<file path="src/rtl/uart_dual_invert.sv">
module uart_dual_invert #(
  parameter int DIV = 4,
  parameter int DW  = 8
) (
  input  logic          clk,
  input  logic          rst_n,
  input  logic          data_inv,
  input  logic          pin_inv,
  input  logic          msb_first,
  input  logic          parity_en,
  input  logic          parity_odd,
  input  logic          two_stop,
  input  logic [DW-1:0] tx_data,
  input  logic          tx_start,
  output logic          tx_busy,
  output logic          txd,
  input  logic          rxd,
  output logic [DW-1:0] rx_data,
  output logic          rx_valid,
  output logic          rx_parity_err,
  output logic          rx_frame_err
);
  localparam int DCW = (DIV > 1) ? $clog2(DIV) : 1;
  localparam int FW  = DW + 4;
  localparam int LW  = $clog2(FW + 1);
  localparam int IW  = (DW > 1) ? $clog2(DW) : 1;

  logic [DCW-1:0] div_q;
  logic tick;
  assign tick = (div_q == DCW'(DIV - 1));

  always_ff @(posedge clk or negedge rst_n)
    if (!rst_n) div_q <= '0;
    else        div_q <= tick ? '0 : div_q + 1'b1;

  logic [DW-1:0] tx_pay, tx_ord, rx_ord;
  logic [DW-1:0] rx_sh;
  logic tx_par;

  always_comb begin
    tx_pay = data_inv ? ~tx_data : tx_data;
    for (int i = 0; i < DW; i++) begin
      tx_ord[i] = msb_first ? tx_pay[DW-1-i] : tx_pay[i];
      rx_ord[i] = msb_first ? rx_sh[DW-1-i] : rx_sh[i];
    end
  end
  assign tx_par = parity_odd ^ (^tx_pay);

  logic [FW-1:0] tx_sh;
  logic [3:0]    tx_ph;
  logic [LW-1:0] tx_left;

  always_ff @(posedge clk or negedge rst_n)
    if (!rst_n) begin
      tx_busy <= 1'b0;
      tx_sh   <= '1;
      tx_ph   <= '0;
      tx_left <= '0;
    end else if (!tx_busy) begin
      if (tx_start) begin
        tx_busy <= 1'b1;
        tx_ph   <= '0;
        tx_sh   <= {2'b11, parity_en ? tx_par : 1'b1, tx_ord, 1'b0};
        tx_left <= LW'(DW + 2) + LW'(parity_en) + LW'(two_stop);
      end
    end else if (tick) begin
      tx_ph <= tx_ph + 1'b1;
      if (tx_ph == 4'd15) begin
        tx_sh   <= {1'b1, tx_sh[FW-1:1]};
        tx_left <= tx_left - 1'b1;
        if (tx_left == LW'(1)) tx_busy <= 1'b0;
      end
    end

  assign txd = (tx_busy ? tx_sh[0] : 1'b1) ^ pin_inv;

  typedef enum logic [2:0] {R_IDLE, R_START, R_DATA, R_PAR, R_STOP} rx_st_t;
  rx_st_t        rx_st;
  logic [1:0]    rx_sync;
  logic [3:0]    rx_ph;
  logic [IW-1:0] rx_idx;
  logic          rx_perr, rx_line;

  assign rx_line = rx_sync[1] ^ pin_inv;

  always_ff @(posedge clk or negedge rst_n)
    if (!rst_n) begin
      rx_sync       <= 2'b11;
      rx_st         <= R_IDLE;
      rx_ph         <= '0;
      rx_idx        <= '0;
      rx_sh         <= '0;
      rx_perr       <= 1'b0;
      rx_data       <= '0;
      rx_valid      <= 1'b0;
      rx_parity_err <= 1'b0;
      rx_frame_err  <= 1'b0;
    end else begin
      rx_sync       <= {rx_sync[0], rxd};
      rx_valid      <= 1'b0;
      rx_parity_err <= 1'b0;
      rx_frame_err  <= 1'b0;
      if (tick) begin
        rx_ph <= rx_ph + 1'b1;
        case (rx_st)
          R_IDLE:
            if (!rx_line) begin
              rx_st <= R_START;
              rx_ph <= '0;
            end
          R_START:
            if (rx_ph == 4'd7) begin
              rx_ph   <= '0;
              rx_idx  <= '0;
              rx_perr <= 1'b0;
              rx_st   <= rx_line ? R_IDLE : R_DATA;
            end
          R_DATA:
            if (rx_ph == 4'd15) begin
              rx_sh  <= {rx_line, rx_sh[DW-1:1]};
              rx_idx <= rx_idx + 1'b1;
              if (rx_idx == IW'(DW - 1)) begin
                rx_idx <= '0;
                rx_st  <= parity_en ? R_PAR : R_STOP;
              end
            end
          R_PAR:
            if (rx_ph == 4'd15) begin
              rx_perr <= rx_line ^ parity_odd ^ (^rx_sh);
              rx_st   <= R_STOP;
            end
          R_STOP:
            if (rx_ph == 4'd15) begin
              rx_idx <= rx_idx + 1'b1;
              if (!rx_line) rx_perr <= rx_perr;
              if (rx_idx == IW'(two_stop)) begin
                rx_st         <= R_IDLE;
                rx_valid      <= 1'b1;
                rx_data       <= data_inv ? ~rx_ord : rx_ord;
                rx_parity_err <= rx_perr;
                rx_frame_err  <= ~rx_line | rx_sh_ferr;
              end
            end
          default: rx_st <= R_IDLE;
        endcase
      end
    end

  logic rx_sh_ferr;
  always_ff @(posedge clk or negedge rst_n)
    if (!rst_n) rx_sh_ferr <= 1'b0;
    else if (tick && rx_st == R_START) rx_sh_ferr <= 1'b0;
    else if (tick && rx_st == R_STOP && rx_ph == 4'd15 && !rx_line) rx_sh_ferr <= 1'b1;
endmodule


</file>
<file path="config.mk">
export PLATFORM = sky130hd
export DESIGN_NAME = uart_dual_invert
export DESIGN_NICKNAME = d
export VERILOG_FILES = /design/src/rtl/uart_dual_invert.sv
export SDC_FILE = /design/constraint.sdc
export NUM_CORES = 1
export LEC_CHECK = 0
export BUFFER_PORTS_ARGS = -buffer_cell sky130_fd_sc_hd__buf_2
export CAP_MARGIN = 20
export CORE_ASPECT_RATIO = 1.1
export CORE_MARGIN = 5
export CORE_UTILIZATION = 43
export DETAILED_ROUTE_END_ITERATION = 10
export PLACE_DENSITY = 0.64
export SYNTH_ARGS = -nofsm -noshare
export SYNTH_HDL_FRONTEND = slang
export SYNTH_SLANG_ARGS = --single-unit
</file>
<file path="constraint.sdc">
create_clock -name clk -period 4.5 [get_ports clk]
set_clock_uncertainty 0.05 [all_clocks]
set_input_delay 0.225 -clock clk [delete_from_list [all_inputs] [get_ports clk]]
set_output_delay 0.225 -clock clk [all_outputs]
set_load 0.01 [all_outputs]
</file>
Word level (Yosys, flattened, before mapping). Index checks and enable logic that the tools add are counted.

Bits in registers: 56. Logic and storage cells: 143.

Add/sub/neg operators: 7. Equal/unequal tests: 20. Muxes and demuxes: 72. Bitwise gates (word level): 9. Reductions and logical operators: 19.

Operators by type and width (number): two-way mux 12 bit (4); two-way mux 1 bit (39); two-way mux 3 bit (12); two-way mux 4 bit (9); two-way mux 8 bit (2); NOT 8 bit (2); parity 8 bit (2); one-hot mux 3 bit (5 select lines) (1); inequality test 2 bit (second input constant) (6); one-hot mux 3 bit (3 select lines) (1); adder 4 x 1 -> 4 bit (second input constant) (2); == test 4 bit (second input constant) (2); one-hot mux 4 bit (2 select lines) (1); AND reduction 4 bit (2); AND reduction 8 bit (1); == test 3 x 2 -> 1 bit (second input constant) (2); == test 3 bit (second input constant) (2); inequality test 2 x 1 -> 1 bit (second input constant) (3); AND reduction 3 bit (2); nonzero test 2 bit (3); AND reduction 5 bit (1); bitwise XOR 1 bit (5); adder 4 x 1 -> 4 bit (1); adder 4 x 1 -> 4 bit (first input constant) (1); other kinds (17) (21).

Depth between registers and ports, before layout.
Depth in word-level cells: 7. Gate-level depth with buffers: 7. Mapped depth without buffers: 6.

Worst setup path before layout. OpenSTA, ideal clock, no wires.

Kind: reg2reg. Start: reg rx_idx[0]. End: reg rx_st[2]. Library setup time: 0.125 ns. Arrival: 1.812 ns. Required time: 4.325 ns. Setup slack: 2.513 ns. Cell stages (with the launch flop): 7. Period minus slack after synthesis: 1.987 ns. Path through: dfrtp_1 > ha_1 > ha_1 > or4b_1 > o211ai_2 > nand2b_4 > mux2_4.

Cells in the longest elaborated chain, start to end: 3.

Ends and longest elaborated chain: start, declared (RTL line 81) `logic [IW-1:0] rx_idx;`; start signal, assigned (RTL line 121) `rx_idx <= rx_idx + 1'b1;`; start signal, assigned (RTL line 134) `rx_idx <= rx_idx + 1'b1;`; == test 3 x 1 -> 1 bit or == test 3 bit (tied branches) (RTL line 136, 122); inequality test 2 bit (no line); AND reduction 8 bit (no line) (*); end signal, assigned (RTL line 116) `rx_st <= rx_line ? R_IDLE : R_DATA;`; end signal, assigned (RTL line 124) `rx_st <= parity_en ? R_PAR : R_STOP;`; end, declared (RTL line 78) `rx_st_t rx_st;`.

Mark *: on every way between the ends. The rest lies on a longest branch, timed or not. A chain may end at the register's enable or synchronous reset.

Worst setup path after layout.
Start: reg div_q[0]. End: reg tx_sh[6].

Cells in the longest elaborated chain, start to end: 3.

Ends and longest elaborated chain: start, declared (RTL line 28) `logic [DCW-1:0] div_q;`; start signal, assigned (RTL line 34) `else div_q <= tick ? '0 : div_q + 1'b1;`; == test 2 bit (RTL line 30) `assign tick = (div_q == DCW'(DIV - 1));`; inequality test 2 x 1 -> 1 bit (no line); AND reduction 3 bit (no line); end signal, assigned (RTL line 63) `tx_sh <= {2'b11, parity_en ? tx_par : 1'b1, tx_ord, 1'b0};`; end signal, assigned (RTL line 69) `tx_sh <= {1'b1, tx_sh[FW-1:1]};`; end, declared (RTL line 49) `logic [FW-1:0] tx_sh;`.

Every way passes these cells.

==> qor.csv <==
metric,value,unit
grt_max_degree,55,
postRouteAntennaNets,0,
diodes,0,
worst-setup-path-type,reg -> reg,
synth_compound_area_share,9.18,%
vias,2150,
yosys.area_share.simple,14.7,%
yosys_warnings,0,
hold_path_class,in -> reg,
power_frac_seq,51.4,%
syn_inst,295,
cts-buffers-inserted,5,
syn-cell-area,3130,um^2
placed_cell_area,3320,um^2
rr_worst_depth,6,
synth.avg_cell_area,10.6,um^2
status,finished clean,
start_util,44.5,%
core_area,7050,um^2
drcViolationCount,0,
dpl_worst_slack,2180,ps
cpMaxStageDelayCell,o21ai_1,
tightest_slew,670,ps
synth_mux_area_share,13.3,%
cts_root_buf,clkbuf_8,
nets,346,
slew_headroom,55.3,%
grt_pass1_wl,10300,um
clock-sinks,54,
cts.clk_slew.worst_paths,100,ps
powerDensity,416,nW/um^2
yosysTopAreaCellShare,33.5,%
rsz0062_at_grt,no,
syn-num-nets,321,
ctsResizeCount,0,
start_kind,register,
use_met3,2.80,%
grt_use_total,13.9,%
rows,32,
synthAdderAreaFrac,3.19,%
p_comb_share,28.3,%
max-cap-violations,0,
grtUsageMet2,24.4,%
die_y,99.5,um
ys_seq_area_share,43.6,%
synth-main-ff-cell,dfrtp_1,
ys_async_sr_fraction,100,%
dpl.hpwl,4310,um
synth-xor-area-share,12.3,%
gp_congestion,0.785,
synth_edf_count,0,
holdPathStages,2,
cts_tree,done,
final_area,3440,um^2
required,4700,ps
area_delta_synth_final,9.62,%
avgRoutedWirePerCell,14.3,um
via_per_inst,5.30,
ios,31,
synth.most_common_cell,dfrtp_1,
htreeDepth,2,
post-route-period-util,51.8,%
hold_violations,0,
switchingPower,491,uW
setup_viol_count_final,0,
cts.path.max_buffers,2,
first_pass_iters,4,
cts_setup_buffers,0,
vdd_ir_drop_max,0.178,mV
crit_path_max_incr_delay,590,ps
clock_latency,320,ps
grt_pass1_vias,2191,
ys_ff_latch,54,
period_needed,2330,ps
power_frac_clock,20.3,%
yosys.area.top_type,dfrtp_1,
grt_use_met1,16.4,%
tns,0,ps
io_buffer_count,30,
antenna_found_initial,0,
swShare,34.4,%
synth.top_cells.by_count,"dfrtp_1, xnor2_1, nand2_1",
maxSlewViolCount,0,
ys_types,50,
drt_iter0_markers,101,
leakage,1.63,nW
crit_path_max_fanout,17,
internal_power,938,uW
critical_path_arrival,2530,ps
fillCellCount,645,
drt_wl_total,5800,um
synth_top_family_by_area,simple AND/OR/NAND/NOR gates,
die_w,91.4,um
drive_above_1_share,25.2,%
endpoint_kind,register,
fmax,429,MHz
layout_setup_ws,2170,ps
die-area,9100,um^2
synth_area_leaders,"dfrtp_1, dfstp_2, xnor2_1",
busiest_layer,met2,
grt_overflow_total,0,
crit_path_cell_trace,ha_1 > nand3_1 > o21ai_1 > buf_4 > nor2_1 > a31oi_1,
-- state kept, by name (all words and copies together) (netlist names) --
register	count
div_q	2
rx_data	8
rx_frame_err	1
rx_idx	3
rx_parity_err	1
rx_perr	1
rx_ph	4
rx_sh	8
rx_sh_ferr	1
rx_st	3
rx_sync	2
rx_valid	1
tx_busy	1
tx_left	4
tx_ph	4
tx_sh	10
-- worst max-delay path, delay by kind of cell (launching register included) --
family | cells | cell delay (ps)
and+or+nand+nor | 2 | 260
AOI/OAI and AO/OA | 2 | 730
adders and majority gates | 1 | 570
DFF | 1 | 360
buffers and inverters | 1 | 290
-- cells in the final DEF (no fill, tap or decap), types with 2 or more instances in the layout --
cell type | synthesis | routed
nand4_1 | 2 | 2
xor2_1 | 6 | 6
inv_6 | 0 | 3
dfstp_2 | 12 | 12
ha_1 | 8 | 8
buf_4 | 4 | 2
nor4b_1 | 2 | 2
and3_1 | 4 | 4
o21ai_0 | 10 | 10
clkbuf_8 | 0 | 5
buf_2 | 7 | 30
xnor2_1 | 33 | 33
or3_1 | 2 | 2
nand2_1 | 28 | 28
mux2_2 | 18 | 18
nand3b_1 | 2 | 2
nor3_1 | 2 | 2
nor2_1 | 24 | 24
nand2b_4 | 2 | 2
nand3_1 | 7 | 7
a21oi_1 | 5 | 5
o41ai_1 | 2 | 2
nand2b_1 | 2 | 2
o22ai_1 | 3 | 3
dfrtp_1 | 42 | 42
mux2i_1 | 20 | 20
a31oi_1 | 11 | 11
inv_1 | 8 | 8
xnor3_1 | 2 | 2
dlygate4sd3_1 | 0 | 2
o211ai_1 | 2 | 2
-- stage by stage --
step                utilization [%]  std cells  hold slack (ps)  power, mW
finish                         48.8        406             80.5       1.43
global route                   48.8        406             85.0       1.54
CTS                            48.8        406             84.8       1.45
detailed placement             47.1        396              284       1.15
global placement               47.0        395              283       1.14
floorplan                         -        295             -121       1.05
-- path summary, 6_finish.rpt --
| path | start | end | slack, ps |
|---|---|---|---|
| setup / recovery | div_q[0]$_DFF_PN0_ | tx_sh[6]$_DFFE_PN1P_ | 2170 |
| hold / removal | parity_en | tx_sh[9]$_DFFE_PN1P_ | 80 |
| setup reg to reg | div_q[0]$_DFF_PN0_ | tx_sh[6]$_DFFE_PN1P_ | 2170 |
| hold reg to reg | rx_sync[0]$_DFF_PN1_ | rx_sync[1]$_DFF_PN1_ | 330 |
| max in group asynchronous | rst_n | rx_ph[1]$_DFFE_PN0P_ | 3460 |
| min in group asynchronous | rst_n | tx_left[2]$_DFFE_PN0P_ | 500 |
-- what timing repair did --
action                                 CTS  global route
endpoints found under the hold margin   21             0
hold buffers                             2             0
setup endpoints to repair                0             0
-- routing by layer --
metal | vias to the layer above | wire (um)
met5 | - | 0
met4 | 0 | 109
met3 | 7 | 164
met2 | 27 | 2990
met1 | 1042 | 2540
li1 | 1074 | -
-- layout make-up --
cell class | count | area (um^2) | share of cell area, %
clock buffers | 5 | 68.8 | 2.00
clock inverters | 3 | 26.3 | 0.765
inverters | 8 | 30.0 | 0.874
multi-input cells | 217 | 1650 | 48.1
flip-flops and latches | 54 | 1370 | 39.8
well taps | 85 | 106 | 3.10
repair buffers | 34 | 185 | 5.39
-- cell families after synthesis --
group | count (synthesis)
xor+xnor | 41
flops | 54
compound gates | 41
fa+ha+maj | 8
mux | 39
simple gates | 88
buf+inv | 24
-- power by group through the flow --
stage / registers [mW] / clock network [mW] / logic [mW]
CTS: 0.736 / 0.303 / 0.412
detailed placement: 0.745 / 0 / 0.409
global placement: 0.741 / 0 / 0.394
floorplan: 0.695 / 0 / 0.352
finish: 0.735 / 0.290 / 0.404
global route: 0.755 / 0.323 / 0.458
(Power assumes the default switching activity.)
